File: config.mk
export PLATFORM = sky130hd
export DESIGN_NAME = cpx_xfer_seq
export DESIGN_NICKNAME = d
export VERILOG_FILES = /design/src/rtl/cpx_pkg.sv /design/src/rtl/cpx_snoop.sv /design/src/rtl/cpx_regfile.sv /design/src/rtl/cpx_fsm.sv /design/src/rtl/cpx_xfer_seq.sv
export SDC_FILE = /design/constraint.sdc
export NUM_CORES = 1
export LEC_CHECK = 0
export ABC_AREA = 1
export BUFFER_PORTS_ARGS = -buffer_cell sky130_fd_sc_hd__clkbuf_2
export CELL_PAD_IN_SITES_DETAIL_PLACEMENT = 1
export CELL_PAD_IN_SITES_GLOBAL_PLACEMENT = 1
export CORE_ASPECT_RATIO = 0.9
export CORE_MARGIN = 1
export CORE_UTILIZATION = 46
export DETAILED_ROUTE_END_ITERATION = 10
export GPL_TIMING_DRIVEN = 0
export PLACE_DENSITY = 0.88
export SLEW_MARGIN = 20
export SYNTH_ARGS = -nofsm -noshare
export SYNTH_HDL_FRONTEND = slang
export SYNTH_SLANG_ARGS = --single-unit
File: constraint.sdc
create_clock -name clk -period 2.7 [get_ports clk]
set_input_delay 0.135 -clock clk [delete_from_list [all_inputs] [get_ports clk]]
set_output_delay 0.135 -clock clk [all_outputs]
set_load 0.01 [all_outputs]
File: src/rtl/cpx_pkg.sv
package cpx_pkg;

    // Instruction field positions (layout owned by this block)
    localparam int CLS_LSB   = 25;
    localparam int LOAD_BIT  = 20;
    localparam int BASE_LSB  = 12;
    localparam int CPN_LSB   = 8;
    localparam int CNT_LSB   = 0;
    localparam int FIELD_W   = 4;
    localparam logic [2:0] CLS_XFER = 3'b110;

    typedef enum logic [1:0] {
        ST_IDLE   = 2'd0,
        ST_REJECT = 2'd1,
        ST_WAIT   = 2'd2,
        ST_XFER   = 2'd3
    } cpx_state_e;

    typedef struct packed {
        logic               is_xfer;
        logic               is_load;
        logic [FIELD_W-1:0] cpnum;
        logic [FIELD_W-1:0] base;
        logic [FIELD_W-1:0] cnt_m1;
    } cpx_ins_t;

    function automatic cpx_ins_t cpx_decode(input logic [31:0] w);
        cpx_ins_t d;
        d.is_xfer = (w[CLS_LSB +: 3] == CLS_XFER);
        d.is_load = w[LOAD_BIT];
        d.cpnum   = w[CPN_LSB  +: FIELD_W];
        d.base    = w[BASE_LSB +: FIELD_W];
        d.cnt_m1  = w[CNT_LSB  +: FIELD_W];
        return d;
    endfunction

endpackage

File: src/rtl/cpx_snoop.sv
module cpx_snoop #(
    parameter int DW = 32
) (
    input  logic          clk,
    input  logic          rst_n,
    input  logic          cap_en,
    input  logic [DW-1:0] bus_in,
    output logic [DW-1:0] instr_q
);

    always_ff @(posedge clk or negedge rst_n) begin
        if (!rst_n) begin
            instr_q <= '0;
        end else if (cap_en) begin
            instr_q <= bus_in;
        end
    end

endmodule

File: src/rtl/cpx_regfile.sv
module cpx_regfile #(
    parameter int DW    = 32,
    parameter int NREGS = 16,
    localparam int AW   = $clog2(NREGS)
) (
    input  logic          clk,
    input  logic          rst_n,
    input  logic          we,
    input  logic [AW-1:0] waddr,
    input  logic [DW-1:0] wdata,
    input  logic [AW-1:0] raddr,
    output logic [DW-1:0] rdata
);

    logic [DW-1:0] mem [NREGS];

    always_ff @(posedge clk or negedge rst_n) begin
        if (!rst_n) begin
            for (int i = 0; i < NREGS; i++) begin
                mem[i] <= '0;
            end
        end else if (we) begin
            mem[waddr] <= wdata;
        end
    end

    assign rdata = mem[raddr];

endmodule

File: src/rtl/cpx_fsm.sv
module cpx_fsm
    import cpx_pkg::*;
#(
    parameter logic [FIELD_W-1:0] CP_ID    = 4'd5,
    parameter int                 BUSY_CYC = 2,
    parameter int                 AW       = 4,
    localparam int                BCW      = $clog2(BUSY_CYC + 1)
) (
    input  logic          clk,
    input  logic          rst_n,
    input  logic          issue_i,
    input  cpx_ins_t      ins,
    output cpx_state_e    state_q,
    output logic          absent_o,
    output logic          busy_o,
    output logic          xfer_o,
    output logic          load_o,
    output logic [AW-1:0] ptr_o
);

    cpx_state_e         state_d;
    logic [BCW-1:0]     bcnt_q, bcnt_d;
    logic [FIELD_W-1:0] rem_q, rem_d;
    logic [AW-1:0]      ptr_q, ptr_d;
    logic               load_q, load_d;
    logic               hit;

    assign hit = ins.is_xfer && (ins.cpnum == CP_ID);

    // next-state and datapath counters
    always_comb begin
        state_d = state_q;
        bcnt_d  = bcnt_q;
        rem_d   = rem_q;
        ptr_d   = ptr_q;
        load_d  = load_q;
        unique case (state_q)
            ST_IDLE: begin
                if (issue_i) begin
                    if (hit) begin
                        state_d = ST_WAIT;
                        bcnt_d  = BCW'(BUSY_CYC - 1);
                        rem_d   = ins.cnt_m1;
                        ptr_d   = ins.base[AW-1:0];
                        load_d  = ins.is_load;
                    end else begin
                        state_d = ST_REJECT;
                    end
                end
            end
            ST_REJECT: begin
                state_d = ST_IDLE;
            end
            ST_WAIT: begin
                if (bcnt_q == '0) begin
                    state_d = ST_XFER;
                end else begin
                    bcnt_d = bcnt_q - 1'b1;
                end
            end
            ST_XFER: begin
                if (rem_q == '0) begin
                    state_d = ST_IDLE;
                end else begin
                    rem_d = rem_q - 1'b1;
                    ptr_d = ptr_q + 1'b1;
                end
            end
            default: state_d = ST_IDLE;
        endcase
    end

    // state register
    always_ff @(posedge clk or negedge rst_n) begin
        if (!rst_n) begin
            state_q <= ST_IDLE;
            bcnt_q  <= '0;
            rem_q   <= '0;
            ptr_q   <= '0;
            load_q  <= 1'b0;
        end else begin
            state_q <= state_d;
            bcnt_q  <= bcnt_d;
            rem_q   <= rem_d;
            ptr_q   <= ptr_d;
            load_q  <= load_d;
        end
    end

    // outputs
    always_comb begin
        absent_o = 1'b0;
        busy_o   = 1'b0;
        xfer_o   = 1'b0;
        unique case (state_q)
            ST_IDLE:   ;
            ST_REJECT: absent_o = 1'b1;
            ST_WAIT:   busy_o   = 1'b1;
            ST_XFER: begin
                xfer_o   = 1'b1;
                absent_o = (rem_q == '0);
                busy_o   = (rem_q == '0);
            end
            default: ;
        endcase
    end

    assign load_o = load_q;
    assign ptr_o  = ptr_q;

    AST_REJECT_PULSE: assert property (@(posedge clk) disable iff (!rst_n)
        (state_q == ST_IDLE && issue_i && !hit) |=> (absent_o && !busy_o));
    AST_BUSY_ENTRY: assert property (@(posedge clk) disable iff (!rst_n)
        (state_q == ST_IDLE && issue_i && hit) |=> (busy_o && !absent_o));
    AST_BURST_STEP: assert property (@(posedge clk) disable iff (!rst_n)
        (state_q == ST_XFER && rem_q != '0) |=> (state_q == ST_XFER && ptr_q == $past(ptr_q) + 1'b1));
    AST_TERM_EXIT: assert property (@(posedge clk) disable iff (!rst_n)
        (absent_o && busy_o) |=> (state_q == ST_IDLE && !absent_o && !busy_o));

endmodule

File: src/rtl/cpx_xfer_seq.sv
module cpx_xfer_seq
    import cpx_pkg::*;
#(
    parameter int                 DW       = 32,
    parameter int                 NREGS    = 16,
    parameter logic [FIELD_W-1:0] CP_ID    = 4'd5,
    parameter int                 BUSY_CYC = 2,
    localparam int                AW       = $clog2(NREGS)
) (
    input  logic          clk,
    input  logic          rst_n,
    input  logic          fetch_i,
    input  logic          issue_i,
    input  logic          bus_en_i,
    input  logic [DW-1:0] bus_in,
    output logic [DW-1:0] bus_out,
    output logic          bus_oe,
    output logic          absent_o,
    output logic          busy_o
);

    cpx_state_e    state;
    logic [DW-1:0] instr_q;
    cpx_ins_t      ins;
    logic          xfer, load, rf_we;
    logic [AW-1:0] ptr;

    cpx_snoop #(.DW(DW)) u_snoop (
        .clk     (clk),
        .rst_n   (rst_n),
        .cap_en  (fetch_i && state == ST_IDLE),
        .bus_in  (bus_in),
        .instr_q (instr_q)
    );

    assign ins = cpx_decode(instr_q[31:0]);

    cpx_fsm #(.CP_ID(CP_ID), .BUSY_CYC(BUSY_CYC), .AW(AW)) u_fsm (
        .clk      (clk),
        .rst_n    (rst_n),
        .issue_i  (issue_i),
        .ins      (ins),
        .state_q  (state),
        .absent_o (absent_o),
        .busy_o   (busy_o),
        .xfer_o   (xfer),
        .load_o   (load),
        .ptr_o    (ptr)
    );

    assign rf_we = xfer && load;

    cpx_regfile #(.DW(DW), .NREGS(NREGS)) u_rf (
        .clk   (clk),
        .rst_n (rst_n),
        .we    (rf_we),
        .waddr (ptr),
        .wdata (bus_in),
        .raddr (ptr),
        .rdata (bus_out)
    );

    assign bus_oe = bus_en_i && xfer && !load;

    AST_SNOOP_FROZEN: assert property (@(posedge clk) disable iff (!rst_n)
        (state == ST_WAIT || state == ST_XFER) |=> $stable(instr_q));
    AST_NO_DRIVE_ON_LOAD: assert property (@(posedge clk) disable iff (!rst_n)
        bus_oe |-> (!rf_we && busy_o == absent_o));

endmodule

Yosys cells after proc, flatten, opt, wreduce, memory -nomap -nowiden

Index checks and enable logic that the tools add are counted.

Logic and storage cells: 81
Output and inout bits: 35
Register bits after elaboration: 553

Magnitude comparators: 2
Bitwise operators: 1
Eq/ne operators: 11
Muxes and demuxes: 26
Add/sub/neg operators: 3
Reductions and logical operators: 16

Operator list:

| cell                                                        | number |
|---|---|
| bitwise mux 512 bit                                         | 1 |
| binary-select mux 32 bit (select 4 bit)                     | 1 |
| demux 32 bit (select 4 bit)                                 | 1 |
| two-way mux 32 bit                                          | 3 |
| two-way mux 4 bit                                           | 6 |
| one-hot mux 4 bit (2 select lines)                          | 2 |
| two-way mux 2 bit                                           | 7 |
| one-hot mux 2 bit (4 select lines)                          | 1 |
| AND reduction 4 bit                                         | 2 |
| logical AND 1 bit                                           | 6 |
| != test 2 x 1 -> 1 bit (second input constant)              | 3 |
| != test 2 bit (second input constant)                       | 3 |
| AND reduction 3 bit                                         | 2 |
| greater-or-equal comparator 5 bit (second input constant)   | 1 |
| less-than comparator 5 x 1 -> 1 bit (second input constant) | 1 |
| inverter 4 -> 5 bit                                         | 1 |
| adder 4 x 1 -> 4 bit (second input constant)                | 1 |
| equality test 2 bit (second input constant)                 | 2 |
| equality test 4 x 3 -> 1 bit (second input constant)        | 1 |
| zero test 2 bit                                             | 2 |
| zero test 4 bit                                             | 1 |
| one-hot mux 1 bit (2 select lines)                          | 2 |
| one-hot mux 2 bit (2 select lines)                          | 1 |
| nonzero test 2 bit                                          | 2 |
| 6 further kinds                                             | 6 |

Longest topological paths before layout

Gate-level depths: netlist (run 1).

Depth after elaboration: 6
Gate-level depth with buffers: 11
Depth with buffers taken out: 8

Modules after synthesis

From an unflattened synthesis (run 1), not the netlist that was laid out.

Cells, all modules: 3539
Area, all modules: 26726.9 um^2

By module, submodules not included:

| module       | area an instance (um^2) | cells each | instances |
|---|---|---|---|
| cpx_regfile  | 24541.0                 | 3275       | 1 |
| cpx_snoop    | 1292.5                  | 136        | 1 |
| cpx_fsm      | 854.6                   | 119        | 1 |
| cpx_xfer_seq | 38.8                    | 9          | 1 |

Worst setup path after synthesis (run 1)

No wires, ideal clock.

Path kind: reg-to-reg
Start: register u_fsm.ptr_q[1], in the netlist u_fsm.ptr_o[1]
End: register u_rf.mem[501] (netlist bit)
Cell stages (with the launch flop): 10
Arrival time: 1.986 ns
Required time: 2.570 ns
Path buffers: 4
Setup slack: 0.583 ns
Cell sequence: dfrtp_1 buf_2 inv_1 buf_2 buf_1 ha_1 nand2_1 nor2_2 clkbuf_1 o21ai_0

Word-level cells in the longest chain between the ends: 6
Elaborated cells on any way between the ends: 7
Those cells by class: 2 x order compare; 3 x mux; 1 x bitwise; 1 x reduce/logical

Ends and longest elaborated chain:

| element                                                                                                               | line              | RTL |
|---|---|---|
| from (decl)                                                                                                           | cpx_fsm.sv:24     | `logic [AW-1:0] ptr_q, ptr_d;` |
| from (signal assigned)                                                                                                | cpx_fsm.sv:85     | `ptr_q <= ptr_d;` |
| inverter 4 -> 5 bit (implied by the code) *                                                                           | cpx_regfile.sv:23 | `mem[waddr] <= wdata;` |
| greater-or-equal comparator 5 bit (implied by the code) / less-than comparator 5 x 1 -> 1 bit (equally long branches) | cpx_regfile.sv:23 |  |
| logical AND 1 bit (implied by the code)                                                                               | cpx_regfile.sv:23 |  |
| two-way mux 32 bit (implied by the code)                                                                              | cpx_regfile.sv:23 |  |
| demux 32 bit (select 4 bit) *                                                                                         | cpx_regfile.sv:23 |  |
| bitwise mux 512 bit *                                                                                                 | cpx_regfile.sv:23 |  |
| to (signal, indexed assignment)                                                                                       | cpx_regfile.sv:23 |  |
| to (decl)                                                                                                             | cpx_regfile.sv:15 | `logic [DW-1:0] mem [NREGS];` |

Every way passes the cells marked *; elsewhere a longest branch is shown, timed or not.
A chain may end at the register's enable or synchronous reset.

Worst setup path in the final report (run 1)

Start: register u_fsm.ptr_q[0], in the netlist u_fsm.ptr_o[0]
End: output port bus_out[9]

Word-level cells in the longest chain between the ends: 4

Ends and longest elaborated chain:

| element                                                | line               | RTL |
|---|---|---|
| inverter 4 -> 5 bit (implied by the code)              | cpx_regfile.sv:27  | `assign rdata = mem[raddr];` |
| binary-select mux 32 bit (select 4 bit)                | cpx_regfile.sv:27  |  |
| two-way mux 32 bit (implied by the code) (2 in series) | cpx_regfile.sv:27  |  |
| to (decl)                                              | cpx_xfer_seq.sv:16 | `output logic [DW-1:0] bus_out,` |

No other way between the ends. The select of a mux whose other input is x is not followed.

==> metrics.md, run 1 <==
| Metric | Value |
|---|---|
| Largest net degree at the start of global routing | 86 |
| Synth cell types | 24 |
| Final setup margin | -0.260 ns |
| Top cell type's share of synthesized area | 0.502 |
| Mapped Cells | 3714 |
| Crit path max-delay cell type | dfrtp_2 |
| Least-Margin Pin Slew | 0.759 ns |
| Rel. slew slack | 0.494 |
| Setup TNS | -4.21 ns |
| Static Leak | 17.2 nW |
| Synth-to-Final Area Change | 16.4% |
| Tmin final | 2.96 ns |
| Worst reg-to-reg path cell count | 8 |
| Reg-to-reg endpoint | u_rf.mem[34]$_DFFE_PN0P_ |
| Crit Reg-Reg Startpoint | u_fsm.ptr_o[0]$_DFFE_PN0P_ |
| I/O pin count | 72 |
| Congestion Overflow GR | 0 |
| Port-buffer cells | 71 |
| # H-tree levels | 2 |
| Routability cong. | 0.895 |
| Clk buf depth | 3 |
| Placed cell count | 4557 |
| Outcome | complete, but fails checks |
| Worst hold path class | primary input to async pin |
| Synth area leaders | dfrtp_1 50%, nand2_1 20%, inv_1 8.7% |
| Post-synth top flop | dfrtp_1 |
| Synthesized cell area | 27000 sq um |
| CORE AREA | 57500 sq um |
| DRT iter0 DRCs | 3345 |
| Final hold viol count | 0 |
| Drt total wl | 115000 microns |
| Drt first pass iters | 6 |
| # fillers | 7279 |
| Worst path cell trace | buf_6 > buf_6 > clkbuf_4 > nand2_1 > nand3_1 > nand2_1 > nand2_1 > nand2_1 > inv_1 > nand2_1 > clkbuf_2 |
| Most frequent CP cell | nand2_1 |
| Slowest cell delay on critical path | 0.43 ns |
| Post-synth net total | 3758 |
| # Max-Cap Violations | 0 |
| Setup violations, final | 63 |
| Synth Register Bits | 541 |
| Yosys warnings | 0 |
| Post-route DRC | 0 |
| First-pass GRT wire length | 164000 microns |
| PD cells | 872 nW/um^2 |
| Layout cell share with drive strength beyond 1 | 0.100 |
| Crit path kind | register to output port |
| Skew-Pair Late Insertion Delay | 0.66 ns |
| Post-synthesis sequential area ratio | 0.502 |
| Top post-synthesis cells by count | 1459 x nand2_1, 624 x inv_1, 541 x dfrtp_1, 448 x o21ai_0, 275 x nand3_1 |
| Clock root buffer | clkbuf_16 |
| CP arrival | 2.82 ns |
| Initial core utilization | 0.469 |
| Dominant cell type by area after synthesis | dfrtp_1 |
| Die X | 257 microns |
| Post-synth EDFFs | 0 |
| R2R Setup Slk | -0.24 ns |
| Vias in the first global route | 27976 |
| Peak VDD IR | 0.608 mV |
| Unrepaired setup endpoints after global routing | yes |
| Initial antenna violation count | 7 |
| Final setup skew | 0.0354 ns |
| Num CTS Buffers | 58 |
| Crit Path Max Fanout | 10 |
| Average size of a mapped cell | 7.26 sq um |
| CTS tree | built |
| Crit. End Element | output port |
| Post-DRT Antenna Nets | 0 |
| HPWL after detailed placement | 70800 microns |
| Clock sinks | 541 |
| Non-Filler Instances | 4702 |
| GR Util All Layers | 0.360 |
| DR vias/cell | 5.80 |
| Final #Nets | 3934 |
| Clock slew at reported path FFs | 0.07 ns |
| Startpoint Class | register |
| Vias | 27268 |
| Fmax | 338 MHz |
| Part of the cycle the worst path needs | 1.10 |
| CP Data Required Time | 2.57 ns |
| Count leader, synth | nand2_1 |
| Average wire per standard cell | 24.4 microns |
| Fin. max-slew vios | 0 |
| Die area | 59600 sq um |
| Die Height | 232 microns |
| Post-synth ARST share | 1.00 |
| Failing checks | setup timing |
| Row cnt | 83 |
-- cell families (layout without fill, tap and decap cells) --
family                     count (synthesis)  in the layout  synth area share
AOI/OAI and AO/OA                        540            540             0.100
adders and majority gates                  7              7           0.00325
buffers and inverters                    861           1080             0.128
DFF                                      541            541             0.502
other                                      0              4                 0
and+or+nand+nor                         1765           1765             0.267
-- how the worst max path moves through the flow --
stage	startpoint	to	slack (ns)	cells past startpoint
floorplan	u_fsm.ptr_o[1]$_DFFE_PN0P_	u_rf.mem[501]$_DFFE_PN0P_	0.58	9
global placement	rst_n	u_rf.mem[314]$_DFFE_PN0P_	-11.35	1
detailed placement	u_fsm.ptr_o[1]$_DFFE_PN0P_	u_rf.mem[502]$_DFFE_PN0P_	-0.68	9
CTS	u_fsm.ptr_o[2]$_DFFE_PN0P_	bus_out[0]	0.0008	9
global route	u_fsm.ptr_o[0]$_DFFE_PN0P_	bus_out[9]	-0.34	11
finish	u_fsm.ptr_o[0]$_DFFE_PN0P_	bus_out[9]	-0.26	11
-- what timing repair did --
item                       4_1_cts  5_1_grt
hold buffers                    36        0
hold endpoints to repair       418        0
resized for setup              167      129
pin swaps                        0        2
setup buffers                    0        2
setup endpoints to repair      416      198
-- report_power, final --
part	internal (W)	switching, W	total [W]	leakage (nW)
logic	0.00294	0.00734	0.0103	11.4
clock network	0.00455	0.00369	0.00825	0.925
registers	0.00856	0.000292	0.00886	4.85
-- cells in the final DEF (no fill, tap or decap), types with 11 or more instances in the layout --
master         netlist  routed
dlygate4sd3_1        0      35
clkinv_2             0      12
clkbuf_1           116      71
clkbuf_4             0      17
buf_2               64      41
buf_4               32      54
nor2_8              11      11
clkbuf_2             0      97
o21ai_1             86      86
buf_6                0      20
dfrtp_1            541     539
o21ai_0            448     448
inv_1              624     623
clkbuf_16            0      62
nand2_2              1      13
nand3_2              3      11
nand3_1            275     267
clkbuf_8             0      19
nand2_1           1459    1446
-- worst max-delay path, delay by kind of cell, from the launching register on --
kind | cells | cell delay (ns)
flip-flops | 1 | 0.43
buffers and inverters | 5 | 1.03
AND/OR/NAND/NOR | 6 | 0.71
-- flip-flops by register name (all words and copies together), names as in the netlist --
register and flops:
u_fsm.ptr_o 4, u_fsm.bcnt_q 2, u_rf.mem 512, u_fsm.load_o 1, u_snoop.instr_q 16, u_fsm.state_q 2, u_fsm.rem_q 4
-- stage by stage --
step / utilization / setup slack (ns) / power [W] / hold WS (ns) / area [sq um]
after floorplan: - / 0.583 / 0.0136 / -0.161 / 27000
after global placement: 0.492 / -11.35 / 0.0172 / 0.403 / 28300
after detailed placement: 0.495 / -0.678 / 0.0175 / 0.0818 / 28500
after CTS: 0.540 / 0.000811 / 0.0260 / 0.0915 / 31100
after global routing: 0.546 / -0.337 / 0.0281 / 0.101 / 31400
final: 0.546 / -0.260 / 0.0274 / 0.0916 / 31400
-- metal layers --
metal	track usage	wire (microns)	vias up
met3	0.0760	11700	532
met5	0	23	-
li1	-	-	11585
met4	0.175	7090	4
met1	0.461	43900	13502
met2	0.583	51900	1645
-- cell type report --
| class | count | area, sq um | area share |
|---|---|---|---|
| inverter | 628 | 2360 | 0.0753 |
| multi-input combinational | 2312 | 10100 | 0.321 |
| tap | 765 | 957 | 0.0305 |
| buffer | 233 | 1630 | 0.0520 |
| sequential | 541 | 13500 | 0.431 |
| antenna | 4 | 10.0 | 0.000319 |
| timing repair buffer | 116 | 955 | 0.0304 |
| clock inverter | 13 | 90.1 | 0.00287 |
| clock buffer | 90 | 1770 | 0.0562 |
Power figures use the tool's default switching activity.
==> inputs of run 2 (changes only) <==
- RECOVER_POWER: unset -> 25
==> run 2 against run 1 <==
Effect of this change:
- via count fell by 0.29%
- sequential power barely moved
- count of clock-buffer cells in the layout did not move
- critical path depth did not move
- global-route usage did not move
- worst hold slack improved by 0.24 ns
- sequential cell count did not move
- final cell count did not move
- clock power barely moved
- largest cell class unchanged
- the run ends with capacitance limit, slew limit, setup timing left
- clock skew fell by 0.0065 ns
- combinational power barely moved
- sequential share of layout area rose by 0.098 points
- largest power group unchanged
- highest routed layer unchanged
==> metrics.md, run 2 (same netlist as run 1, synthesis figures left out) <==
| Metric | Value |
|---|---|
| Row cnt | 83 |
| Fin. max-slew vios | 179 |
| Clock root buffer | clkbuf_16 |
| Skew-Pair Late Insertion Delay | 0.66 ns |
| Startpoint Class | register |
| Clock slew at reported path FFs | 0.07 ns |
| Design Area, Final | 31300 sq um |
| Synth-to-Final Area Change | 16.1% |
| Least-Margin Pin Slew | 2.09 ns |
| Crit Reg-Reg Startpoint | u_fsm.ptr_o[0]$_DFFE_PN0P_ |
| CP Data Required Time | 2.57 ns |
| Failing checks | capacitance limit, slew limit, setup timing |
| Worst reg-to-reg path cell count | 8 |
| Final setup margin | -0.271 ns |
| Die X | 257 microns |
| DRT iter0 DRCs | 3158 |
| # H-tree levels | 2 |
| Multi-input logic area | 10100 sq um |
| Number of flip-flops in the largest register | 512 |
| Die area | 59600 sq um |
| Top Registers | u_rf.mem x512, u_snoop.instr_q x16 |
| Crit path kind | register to output port |
| Congestion Overflow GR | 0 |
| Final core utilization | 0.544 |
| Clock sinks | 541 |
| Vias | 27188 |
| Vias in the first global route | 27976 |
| Clock share of power | 0.301 |
| DR vias/cell | 5.78 |
| Tot Pwr | 0.0274 W |
| Sequential power share | 0.324 |
| Routability cong. | 0.895 |
| Final setup skew | 0.0289 ns |
| Crit. End Element | output port |
| Static Leak | 17.1 nW |
| Port-buffer cells | 71 |
| Rel. slew slack | -0.395 |
| Largest net degree at the start of global routing | 86 |
| Placed cell count | 4557 |
| Sw Pwr | 0.0113 W |
| Drt total wl | 115000 microns |
| Initial antenna violation count | 7 |
| Most flops, register | u_rf.mem |
| # fillers | 7287 |
| Worst hold path class | primary input to async pin |
| CTS tree | built |
| Layout cell share with drive strength beyond 1 | 0.0999 |
| HPWL after detailed placement | 70800 microns |
| Switching part of the total | 0.414 |
| Final #Nets | 3934 |
| Crit Path Max Fanout | 10 |
| Post-DRT Antenna Nets | 0 |
| First-pass GRT wire length | 164000 microns |
| Peak VDD IR | 0.607 mV |
| Post-route DRC | 0 |
| Total internal power | 0.0160 W |
| CORE AREA | 57500 sq um |
| Tmin final | 2.97 ns |
| Commonest non-fill, non-tap cell in the layout | nand2_1 |
| Drt first pass iters | 8 |
| Clk buf depth | 3 |
| Placed cell area | 28500 sq um |
| Outcome | complete, but fails checks |
| Average wire per standard cell | 24.5 microns |
| Non-Filler Instances | 4702 |
| Reg-to-reg endpoint | u_rf.mem[34]$_DFFE_PN0P_ |
| I/O pin count | 72 |
| # Max-Cap Violations | 3 |
| Setup violations, final | 59 |
| Unrepaired setup endpoints after global routing | yes |
| GR Util All Layers | 0.360 |
| FF/Latch Area | 13500 sq um |
| CP arrival | 2.84 ns |
| Part of the cycle the worst path needs | 1.10 |
| Initial core utilization | 0.469 |
| R2R Setup Slk | -0.22 ns |
| Commonest non-fill, non-tap cells in the layout | 1446 x nand2_1, 623 x inv_1, 539 x dfrtp_1 |
| Final hold viol count | 0 |
| Num CTS Buffers | 58 |
| Die Height | 232 microns |
| PD cells | 874 nW/um^2 |
| Comb pwr share | 0.375 |
| Fmax | 337 MHz |
## run 2: critical path, stage by stage (launching register included)
cell and delay, ns:
dfrtp_2 0.43, buf_6 0.18, buf_6 0.24, clkbuf_4 0.27
nand2_1 0.09, nand3_1 0.17, nand2_1 0.11, nand2_1 0.08
nand2_1 0.17, inv_1 0.19, nand2_1 0.11, clkbuf_2 0.14
## run 2: power by group through the flow
| stage | Sequential, W | Combinational, W | Clock [W] |
|---|---|---|---|
| floorplan | 0.00886 | 0.00475 | 0 |
| global placement | 0.00893 | 0.00827 | 0 |
| detailed placement | 0.00894 | 0.00854 | 0 |
| CTS | 0.00881 | 0.00915 | 0.00800 |
| global route | 0.00889 | 0.0107 | 0.00850 |
| finish | 0.00886 | 0.0103 | 0.00825 |
## run 2: area by class of cell
type / count / share of cell area
repair buffers: 116 / 0.0282
clock inverters: 13 / 0.00288
diodes: 4 / 0.000320
flip-flops and latches: 541 / 0.432
plain buffers: 233 / 0.0521
well taps: 765 / 0.0306
multi-input cells: 2312 / 0.322
inverters: 628 / 0.0755
clock buffers: 90 / 0.0564
## run 2: worst max path at each step
stage	endpoint	slack, ns	from
after global routing	bus_out[9]	-0.34	u_fsm.ptr_o[0]$_DFFE_PN0P_
after CTS	bus_out[0]	0.0008	u_fsm.ptr_o[2]$_DFFE_PN0P_
after floorplan	u_rf.mem[501]$_DFFE_PN0P_	0.58	u_fsm.ptr_o[1]$_DFFE_PN0P_
final	bus_out[9]	-0.27	u_fsm.ptr_o[0]$_DFFE_PN0P_
after global placement	u_rf.mem[314]$_DFFE_PN0P_	-11.35	rst_n
after detailed placement	u_rf.mem[502]$_DFFE_PN0P_	-0.68	u_fsm.ptr_o[1]$_DFFE_PN0P_
## run 2: per-layer routing
| metal | part of all wire | wire length (microns) | global-route usage |
|---|---|---|---|
| met5 | 0.00020 | 23 | 0 |
| met4 | 0.060 | 6870 | 0.175 |
| met3 | 0.10 | 11700 | 0.0760 |
| met2 | 0.46 | 52400 | 0.583 |
| met1 | 0.38 | 44100 | 0.461 |
## run 2: repair_timing
action,CTS,global route
pin swaps,0,2
endpoints found under the setup margin,416,198
buffers inserted,0,2
hold endpoints to repair,418,0
hold buffers,36,0
resized for setup,167,129
## run 2: stage by stage
| step | hold WS, ns | setup TNS [ns] | setup slack [ns] |
|---|---|---|---|
| 6_report | 0.336 | -3.65 | -0.271 |
| 5_1_grt | 0.374 | -3.34 | -0.337 |
| 4_1_cts | 0.0915 | 0 | 0.000811 |
| 3_5_place_dp | 0.0818 | -163.46 | -0.678 |
| 3_3_place_gp | 0.403 | -6208.91 | -11.35 |
| 2_1_floorplan | -0.161 | 0 | 0.583 |
